File: config.mk
export PLATFORM = sky130hd
export DESIGN_NAME = nic_irq_moderator
export DESIGN_NICKNAME = d
export VERILOG_FILES = /design/src/rtl/nic_irq_pkg.sv /design/src/rtl/nic_irq_countdown.sv /design/src/rtl/nic_irq_rx_timers.sv /design/src/rtl/nic_irq_datapath.sv /design/src/rtl/nic_irq_control.sv /design/src/rtl/nic_irq_moderator.sv
export SDC_FILE = /design/constraint.sdc
export NUM_CORES = 1
export LEC_CHECK = 0
export ABC_AREA = 1
export ABC_CLOCK_PERIOD_IN_PS = 3630
export BUFFER_PORTS_ARGS = -buffer_cell sky130_fd_sc_hd__buf_4
export CAP_MARGIN = 20
export CORE_MARGIN = 10
export CORE_UTILIZATION = 55
export DETAILED_ROUTE_END_ITERATION = 12
export PLACE_DENSITY = 0.86
export SKIP_CTS_REPAIR_TIMING = 1
export SLEW_MARGIN = 20
export SYNTH_ARGS = -nofsm -noshare
export SYNTH_HDL_FRONTEND = slang
export SYNTH_SLANG_ARGS = --single-unit
File: constraint.sdc
create_clock -name clk -period 3.63 [get_ports clk]
set_clock_uncertainty 0.15 [all_clocks]
set_input_delay 0.363 -clock clk [delete_from_list [all_inputs] [get_ports clk]]
set_output_delay 0.363 -clock clk [all_outputs]
set_load 0.01 [all_outputs]
File: src/rtl/nic_irq_pkg.sv
package nic_irq_pkg;
  // Strobes from the control to the datapath.
  typedef struct packed {
    logic deliver;     // raise the line and stamp the time
    logic clearCause;  // read: replace register with this cycle's posts
    logic dropLine;    // read without a delivery: lower the line
  } irqStrobes_t;
endpackage

File: src/rtl/nic_irq_countdown.sv
module nic_irq_countdown #(
  parameter int CNT_W   = 24,
  parameter bit RESTART = 1'b1
) (
  input  logic             clk,
  input  logic             rstN,
  input  logic             startReq,
  input  logic [CNT_W-1:0] loadVal,
  output logic             expire
);
  logic [CNT_W-1:0] cnt;

  always_ff @(posedge clk) begin
    if (!rstN) cnt <= '0;
    else if (startReq && (RESTART || cnt == '0)) cnt <= loadVal;
    else if (cnt != '0) cnt <= cnt - 1'b1;
  end

  assign expire = (cnt == CNT_W'(1));

  generate
    if (RESTART) begin : g_restart
      AST_PKT_RESTART: assert property (@(posedge clk) disable iff (!rstN)
        startReq |=> cnt == $past(loadVal));
    end else begin : g_hold
      AST_ABS_NO_RESTART: assert property (@(posedge clk) disable iff (!rstN)
        startReq && cnt != '0 |=> cnt == $past(cnt) - 1'b1);
    end
  endgenerate
endmodule

File: src/rtl/nic_irq_rx_timers.sv
module nic_irq_rx_timers #(
  parameter int DLY_W         = 16,
  parameter int CLKS_PER_UNIT = 100
) (
  input  logic             clk,
  input  logic             rstN,
  input  logic             pktDoneIn,
  input  logic [DLY_W-1:0] rxPktDelay,
  input  logic [DLY_W-1:0] rxAbsDelay,
  output logic             rxtPost
);
  localparam int CNT_W = DLY_W + $clog2(CLKS_PER_UNIT + 1);
  localparam int NUM_T = 2;  // 0: per-packet, 1: absolute

  logic [NUM_T-1:0] expire;
  logic [DLY_W-1:0] delayVal [NUM_T];

  assign delayVal[0] = rxPktDelay;
  assign delayVal[1] = rxAbsDelay;

  generate
    for (genvar i = 0; i < NUM_T; i++) begin : g_tmr
      logic [CNT_W-1:0] loadVal;
      assign loadVal = CNT_W'(delayVal[i]) * CNT_W'(CLKS_PER_UNIT);
      nic_irq_countdown #(.CNT_W(CNT_W), .RESTART(i == 0)) u_cnt (
        .clk(clk), .rstN(rstN),
        .startReq(pktDoneIn && delayVal[i] != '0),
        .loadVal(loadVal), .expire(expire[i]));
    end
  endgenerate

  logic bothZero;
  assign bothZero = (rxPktDelay == '0) && (rxAbsDelay == '0);
  assign rxtPost  = (|expire) | (pktDoneIn & bothZero);

  AST_BOTH_ZERO_POST: assert property (@(posedge clk) disable iff (!rstN)
    pktDoneIn && bothZero |-> rxtPost);
endmodule

File: src/rtl/nic_irq_datapath.sv
module nic_irq_datapath
  import nic_irq_pkg::*;
#(
  parameter int CAUSE_W    = 8,
  parameter int ITR_W      = 16,
  parameter int TIME_W     = 32,
  parameter int NS_PER_CLK = 10
) (
  input  logic               clk,
  input  logic               rstN,
  input  irqStrobes_t        str,
  input  logic [CAUSE_W-1:0] postBits,
  input  logic [ITR_W-1:0]   itrInterval,
  output logic [CAUSE_W-1:0] causeQ,
  output logic               ready,
  output logic               irqLatch
);
  localparam int PAD_W = TIME_W - ITR_W - 8;

  logic [TIME_W-1:0] nowNs, lastNs, elapsed, intervalNs;
  logic              stale;  // elapsed has grown past half the counter range

  assign elapsed    = nowNs - lastNs;
  assign intervalNs = {{PAD_W{1'b0}}, itrInterval, 8'h00};
  assign ready      = stale | (elapsed >= intervalNs);

  always_ff @(posedge clk) begin
    if (!rstN) begin
      nowNs    <= '0;
      lastNs   <= '0;
      stale    <= 1'b0;
      causeQ   <= '0;
      irqLatch <= 1'b0;
    end else begin
      nowNs  <= nowNs + TIME_W'(NS_PER_CLK);
      causeQ <= str.clearCause ? postBits : (causeQ | postBits);
      if (str.deliver) begin
        lastNs   <= nowNs;
        stale    <= 1'b0;
        irqLatch <= 1'b1;
      end else begin
        if (elapsed[TIME_W-1]) stale <= 1'b1;
        if (str.dropLine) irqLatch <= 1'b0;
      end
    end
  end

  AST_STICKY_CAUSE: assert property (@(posedge clk) disable iff (!rstN)
    !str.clearCause |=> (causeQ & $past(causeQ)) == $past(causeQ));
  AST_READ_CLEARS: assert property (@(posedge clk) disable iff (!rstN)
    str.clearCause && postBits == '0 |=> causeQ == '0);
  AST_STAMP_ON_DELIVERY: assert property (@(posedge clk) disable iff (!rstN)
    str.deliver |=> lastNs == $past(nowNs));
endmodule

File: src/rtl/nic_irq_control.sv
module nic_irq_control
  import nic_irq_pkg::*;
#(
  parameter int CAUSE_W = 8
) (
  input  logic               clk,
  input  logic               rstN,
  input  logic [CAUSE_W-1:0] postBits,
  input  logic [CAUSE_W-1:0] causeQ,
  input  logic [CAUSE_W-1:0] causeMask,
  input  logic               causeRdIn,
  input  logic               urgentIn,
  input  logic               itrZero,
  input  logic               ready,
  output irqStrobes_t        str
);
  logic armed, postAny, effPend, immediate, deliverNow, deferFire, armReq, disarmReq;
  logic [CAUSE_W-1:0] effCause;

  assign postAny    = |(postBits & causeMask);
  assign effCause   = causeRdIn ? postBits : (causeQ | postBits);
  assign effPend    = |(effCause & causeMask);
  assign immediate  = itrZero | urgentIn | ready;
  assign deliverNow = postAny & immediate;
  assign deferFire  = armed & ready & effPend;
  assign armReq     = postAny & ~immediate & ~armed;
  assign disarmReq  = armed & ready & ~effPend;

  always_comb begin
    str.deliver    = deliverNow | deferFire;
    str.clearCause = causeRdIn;
    str.dropLine   = causeRdIn & ~str.deliver;
  end

  always_ff @(posedge clk) begin
    if (!rstN) armed <= 1'b0;
    else if (str.deliver || disarmReq) armed <= 1'b0;
    else if (armReq) armed <= 1'b1;
  end

  AST_ITR_ZERO_NOW: assert property (@(posedge clk) disable iff (!rstN)
    itrZero && postAny |-> str.deliver);
  AST_URGENT_NOW: assert property (@(posedge clk) disable iff (!rstN)
    urgentIn && postAny |-> str.deliver);
  AST_NO_EARLY: assert property (@(posedge clk) disable iff (!rstN)
    !ready && !itrZero && !(urgentIn && postAny) |-> !str.deliver);
  AST_ARM_HOLDS: assert property (@(posedge clk) disable iff (!rstN)
    armed && !ready && !str.deliver |=> armed);
  AST_DELIVER_CANCELS: assert property (@(posedge clk) disable iff (!rstN)
    str.deliver |=> !armed);
endmodule

File: src/rtl/nic_irq_moderator.sv
module nic_irq_moderator
  import nic_irq_pkg::*;
#(
  parameter int CAUSE_W     = 8,
  parameter int RXT_BIT     = 7,
  parameter int ITR_W       = 16,
  parameter int DLY_W       = 16,
  parameter int TIME_W      = 32,
  parameter int NS_PER_CLK  = 10,
  parameter int DLY_UNIT_NS = 1000
) (
  input  logic               clk,
  input  logic               rstN,
  input  logic [CAUSE_W-1:0] causeIn,
  input  logic               urgentIn,
  input  logic               pktDoneIn,
  input  logic [CAUSE_W-1:0] causeMask,
  input  logic [ITR_W-1:0]   itrInterval,
  input  logic [DLY_W-1:0]   rxPktDelay,
  input  logic [DLY_W-1:0]   rxAbsDelay,
  input  logic               causeRdIn,
  output logic [CAUSE_W-1:0] causeRdData,
  output logic               irqOut
);
  localparam int CLKS_PER_UNIT = DLY_UNIT_NS / NS_PER_CLK;

  irqStrobes_t        str;
  logic               rxtPost, ready, irqLatch;
  logic [CAUSE_W-1:0] postBits, causeQ;

  nic_irq_rx_timers #(.DLY_W(DLY_W), .CLKS_PER_UNIT(CLKS_PER_UNIT)) u_timers (
    .clk(clk), .rstN(rstN), .pktDoneIn(pktDoneIn),
    .rxPktDelay(rxPktDelay), .rxAbsDelay(rxAbsDelay), .rxtPost(rxtPost));

  assign postBits = causeIn | (CAUSE_W'(rxtPost) << RXT_BIT);

  nic_irq_control #(.CAUSE_W(CAUSE_W)) u_ctrl (
    .clk(clk), .rstN(rstN), .postBits(postBits), .causeQ(causeQ),
    .causeMask(causeMask), .causeRdIn(causeRdIn), .urgentIn(urgentIn),
    .itrZero(itrInterval == '0), .ready(ready), .str(str));

  nic_irq_datapath #(.CAUSE_W(CAUSE_W), .ITR_W(ITR_W), .TIME_W(TIME_W),
                     .NS_PER_CLK(NS_PER_CLK)) u_dp (
    .clk(clk), .rstN(rstN), .str(str), .postBits(postBits),
    .itrInterval(itrInterval), .causeQ(causeQ), .ready(ready), .irqLatch(irqLatch));

  assign causeRdData = causeQ;
  assign irqOut      = irqLatch & |(causeQ & causeMask);
endmodule

# ---- Word-level counts from Yosys, hierarchy flattened
# Index checks and enable logic that the tools add are counted.
# W data, S select, Z words.
dict set report word_totals {
  regBits 121
  inputBits 69
  wordCells 74
  out_inout_bits 9
}
dict set report classes {
  n_bitwise 24
  n_eq_ne 2
  n_mux 7
  n_reduce_logical 24
  addsub 4
  order_cmp 1
  n_mul 2
}
# cell n
set ops {}
lappend ops {{$mux W23} 4}
lappend ops {{$logic_not A16 Y1} 3}
lappend ops {{$eq A23 B1 Y1 const B} 2}
lappend ops {{$reduce_bool A23 Y1} 2}
lappend ops {{$sub A23 B1 Y23 const B} 2}
lappend ops {{$mul A16 B5 Y21 const B} 2}
lappend ops {{$add A32 B4 Y32 const B} 1}
lappend ops {{$ge A32 B24 Y1} 1}
lappend ops {{$reduce_bool A16 Y1} 2}
lappend ops {{$sub A32 B32 Y32} 1}
lappend ops {{$and A8 B8 Y8} 3}
lappend ops {{$reduce_or A8 Y1} 3}
lappend ops {{$logic_not A23 Y1} 1}
lappend ops {{$or A8 B8 Y8} 2}
lappend ops {{$reduce_or A2 Y1} 5}
lappend ops {{$and A1 B1 Y1} 9}
lappend ops {{$mux W8} 1}
lappend ops {{$reduce_bool A2 Y1} 3}
lappend ops {{$not A1 Y1} 5}
lappend ops {{$or A1 B1 Y1} 5}
lappend ops {{$logic_and A1 B1 Y1} 4}
lappend ops {{$mux W1} 2}
lappend ops {{$logic_or A1 B1 Y1} 1}

# ---- Longest topological paths before layout
dict set report depth {
  word_depth 15
  ltp_mapped 32
  depth_no_buf 31
}

# ---- Cells and area by module
# A second synthesis with hierarchy kept.
dict set report unflattened {
  hier_cells 2087
  area_unflattened_um2 12951.2
}
# mod area_per_inst_um2 seq_area_each_um2 n_inst cells_each
set modules_own_cells {}
lappend modules_own_cells {nic_irq_datapath 5566.6 1441.4 1 916}
lappend modules_own_cells {nic_irq_rx_timers 4023.9 0.0 1 618}
lappend modules_own_cells {{nic_irq_countdown at u_timers.g_tmr[0].u_cnt} 1541.5 460.4 1 250}
lappend modules_own_cells {{nic_irq_countdown at u_timers.g_tmr[1].u_cnt} 1490.2 460.4 1 228}
lappend modules_own_cells {nic_irq_control 215.2 20.0 1 47}
lappend modules_own_cells {nic_irq_moderator 113.9 0.0 1 28}

# ---- Worst setup path after synthesis
# Ideal clock, no wire load.
dict set report synth_path {
  path_kind {register -> register}
  from {reg u_dp.nowNs[1]}
  to {reg u_dp.lastNs[31]}
  path_buffers 1
  t_required_ns 3.365
  stages_incl_launch_ff 32
  arrival_ns 3.294
  path_slack_ns 0.071
  setup_time_ns 0.115
  synth_period_minus_slack_ns 3.559
  path_cell_list {dfxtp_1 inv_1 ha_1 inv_1 fa_1 nand3_1 nand3_2 nand2_1 nand2_1 nand3_1 nand2_1 nand3_1 nand2_1 xnor2_1 inv_1 ha_1 nand2_1 nor2_1 nand3_1 nor2_1 nand3_1 nor2_1 nand3_1 nand2_1 nor2_1 nand3_1 nor2_2 nand2_2 nand3_4 buf_6 a21oi_1 nor2_1}
}
dict set report synth_between {
  elab_chain_len 6
  word_cells_on_any_way 8
  classes_between {add/sub (1); order compare (1); bitwise (6)}
}
# item line
set synth_rtl {}
lappend synth_rtl {{start: declaration} nic_irq_datapath.sv:20} ;# logic [TIME_W-1:0] nowNs, lastNs, elapsed, intervalNs;
lappend synth_rtl {{start signal: assignment} nic_irq_datapath.sv:35} ;# nowNs <= nowNs + TIME_W'(NS_PER_CLK);
lappend synth_rtl {{$sub A32 B32 Y32 *} nic_irq_datapath.sv:23} ;# assign elapsed = nowNs - lastNs;
lappend synth_rtl {{$ge A32 B24 Y1 *} nic_irq_datapath.sv:25} ;# assign ready = stale | (elapsed >= intervalNs);
lappend synth_rtl {{$or A1 B1 Y1 *} nic_irq_datapath.sv:25}
lappend synth_rtl {{$or A1 B1 Y1 or $and A1 B1 Y1 (tied branches)} {nic_irq_control.sv:23, nic_irq_control.sv:25}}
lappend synth_rtl {{$and A1 B1 Y1, on equally long branches} {nic_irq_control.sv:24, nic_irq_control.sv:25}}
lappend synth_rtl {{$or A1 B1 Y1 *} nic_irq_control.sv:30} ;# str.deliver = deliverNow | deferFire;
lappend synth_rtl {{end signal: assignment} nic_irq_datapath.sv:38} ;# lastNs <= nowNs;
lappend synth_rtl {{end: declaration} nic_irq_datapath.sv:20}
# Mark *: on every way between the ends. The rest lies on a longest branch, timed or not.
# A chain may end at the register's enable or synchronous reset.

# ---- Worst setup path in the final report
dict set report layout_path {
  from {reg u_dp.nowNs[1]}
  to {reg u_dp.lastNs[8]}
}
# The elaborated chain is that of the path after synthesis.

==> reports/qor.yml <==
port_buffers: 77
m1WireLength_mm: 14.1
worstHoldStart: "causeIn[1]"
max_cap_violations: 0
die_w_um: 167
timing.critical_path.from: "u_dp.nowNs[1]"
cp.required_ps: 3830
final_common_cell: "nand2_1"
drv_slew: 0
postPlaceCellArea_um2: 13200
clock-sinks: 119
hp-class: "input port to register"
synthFlopType: "dfxtp_1"
finalCritPeriodShare_pct: 110
fin_total_pwr_w: 0.00666
drive_above_1_share_pct: 16.8
irDropWorstVdd_mv: 0.408
criticalPathCategory: "register to register"
final_cell_mix: "nand2_1, inv_1, nor2_1"
r2r_start: "u_dp.nowNs[1]"
cts_tree: "yes"
gr-total-overflow: 0
h-tree-depth: 4
syn_area_per_cell_um2: 6.67
cp.arrival_ps: 4180
die_y_um: 167
drt-initial-drc-count: 956
synth_warnings: 0
layout_min_cycle_time_ps: 3980
wl_per_cell_um: 15.1
grt_pass1_wl_mm: 52.7
insertion_delay_ps: 420
post-route-util_pct: 68.7
finalSetupViolations: 33
dieArea_um2: 27800
maxSlewHeadroom_pct: 57.0
first_pass_iters: 6
r2r_end: "u_dp.lastNs[8]"
outcome: "complete, but fails checks"
pwr-share-comb_pct: 48.4
power_density_nw_per_um2: 460
synth_fp_nets: 2042
reg2regPathDepth: 32
grt_setup_unrepaired: "true"
post_synth_num_cell_types: 53
worst_pin_slew_ps: 645
n_fill_cell: 1669
critPathMaxFanout: 6
place_hpwl_mm: 24.6
seq_area_frac_synth_pct: 20.1
start_util_pct: 56.2
path_clk_slew_ps: 60
drt-vias-per-instance: 5.46
clock_power_share_pct: 27.1
top_layer: "met4"
nets: 2205
route.met2.wl_mm: 16.5
crit_path_start_kind: "register"
violations: "setup timing"
io-pin-count: 78
fmax_mhz: 251
num_vias: 12200
antenna_found_initial: 0
hold_depth: 3
rows: 53
timing.hold.ws_ps: 30.8
seqPwrFrac_pct: 24.5
cts_root_buffer: "clkbuf_16"
grt_max_degree: 62
synth_edf_count: 0
grtUsageTotal_pct: 21.6
r2r_slack_ps: -350
total_leakage_power_nw: 7.52
intPower_w: 0.00399
synth_area_um2: 11900
place_congestion: 0.926
clock_path_buffers: 2
area_growth_pct: 22.1
hold_viol: 0
grt_pass1_vias: 12000
cts_made_buffers: 17
synthCells: 1778
holdPathEnd: "u_dp.causeQ[1]"
worstSetupEndpointType: "register"
power_switching_w: 0.00268
met3_length_mm: 1.75
drtAntennaViolNets: 0
drc: 0
n_antenna_cell: 0
final_area_um2: 14500
swShare_pct: 40.1
finalWorstSetupSlack_ps: -354
async_reset_ff_share_pct: 0
critPathSlowestCell: "fa_2"
routed_wl_mm: 33.6
cp_slowest_stage_delay_ps: 390
ys_ff_latch: 119
fp.coreArea_um2: 21100
## worst max path at each step
stage                            to  slack [ps]  cells after the start
floorplan           u_dp.lastNs[31]          70                     31
global placement    u_dp.lastNs[31]        -120                     25
detailed placement  u_dp.lastNs[30]        -210                     27
CTS                 u_dp.lastNs[20]        -230                     31
global route        u_dp.lastNs[11]        -620                     32
finish               u_dp.lastNs[8]        -350                     32
## metrics by stage
step	TNS, ps	instances	worst slack [ps]
after floorplan	0	1778	70.9
after global placement	-3160	2180	-122
after detailed placement	-6000	2180	-207
after CTS	-6010	2212	-234
after global routing	-18020	2229	-617
final	-9240	2229	-354
## final cells by class
class / instances / area, um2 / area share (%)
repair buffers: 172 / 1450 / 10.0
clock inverters: 14 / 200 / 1.38
clock buffers: 18 / 429 / 2.96
inverters: 333 / 1250 / 8.63
multi-input cells: 1298 / 8420 / 58.2
flip-flops and latches: 119 / 2380 / 16.5
well taps: 275 / 344 / 2.38
## registers in the layout, summed over array words and instances, names as in the netlist
signal and cells:
u_dp.causeQ 8, u_dp.irqLatch 1, u_dp.stale 1, u_ctrl.armed 1, u_dp.lastNs 31, u_dp.nowNs 31, u_timers.g_tmr.u_cnt.cnt 46
## power by group through the flow
stage                     clock [W]  combinational, W  sequential (W)
final                       0.00181           0.00322         0.00163
after global routing        0.00187           0.00364         0.00166
after CTS                   0.00180           0.00304         0.00163
after detailed placement          0           0.00300         0.00165
after global placement            0           0.00290         0.00164
after floorplan                   0           0.00217         0.00162
## synthesized netlist by cell type, drive strengths merged (2+ instances only)
cell | instances | area (um2)
nand2 | 364 | 1380
o21bai | 6 | 45.0
a22o | 3 | 26.3
o31ai | 4 | 30.0
dfxtp | 119 | 2380
nor3b | 4 | 35.0
ha | 172 | 2150
a211oi | 6 | 45.0
nor3 | 28 | 176
xnor2 | 25 | 219
a2111oi | 3 | 26.3
or2 | 8 | 50.1
nand3b | 5 | 37.5
and2 | 4 | 25.0
a21boi | 6 | 45.0
o21ai | 59 | 299
o21a | 5 | 37.5
clkbuf | 15 | 56.3
inv | 332 | 1250
a31oi | 12 | 75.1
o211ai | 2 | 15.0
xor2 | 39 | 342
nand3 | 109 | 573
nor4 | 8 | 56.3
o22ai | 2 | 12.5
a21oi | 168 | 841
a21o | 4 | 30.0
nand4 | 26 | 163
buf | 14 | 135
fa | 23 | 460
a221oi | 2 | 17.5
nor2 | 195 | 774
## routing by layer
metal,GRT usage [%],vias to the layer above
met4,8.97,0
met5,0,-
met1,25.8,5539
li1,-,6075
met3,2.82,104
met2,38.2,442
## critical path: cells and delay by family (launching register included)
family | cells | cell delay, ps
flops | 1 | 320
simple gates | 24 | 2070
xor+xnor | 1 | 170
fa+ha+maj | 3 | 790
buf+inv | 4 | 400
## cells by family (layout without fill, tap and decap cells)
family,Yosys count,after routing,share of synthesized area [%]
AND/OR/NAND/NOR,753,754,27.7
buffers and inverters,362,537,12.2
AO/OA/AOI/OAI,285,285,13.3
adder cells (fa/ha/maj),195,195,22.0
flip-flops,119,119,20.1
XOR/XNOR,64,64,4.73
Power figures use the tool's default switching activity.
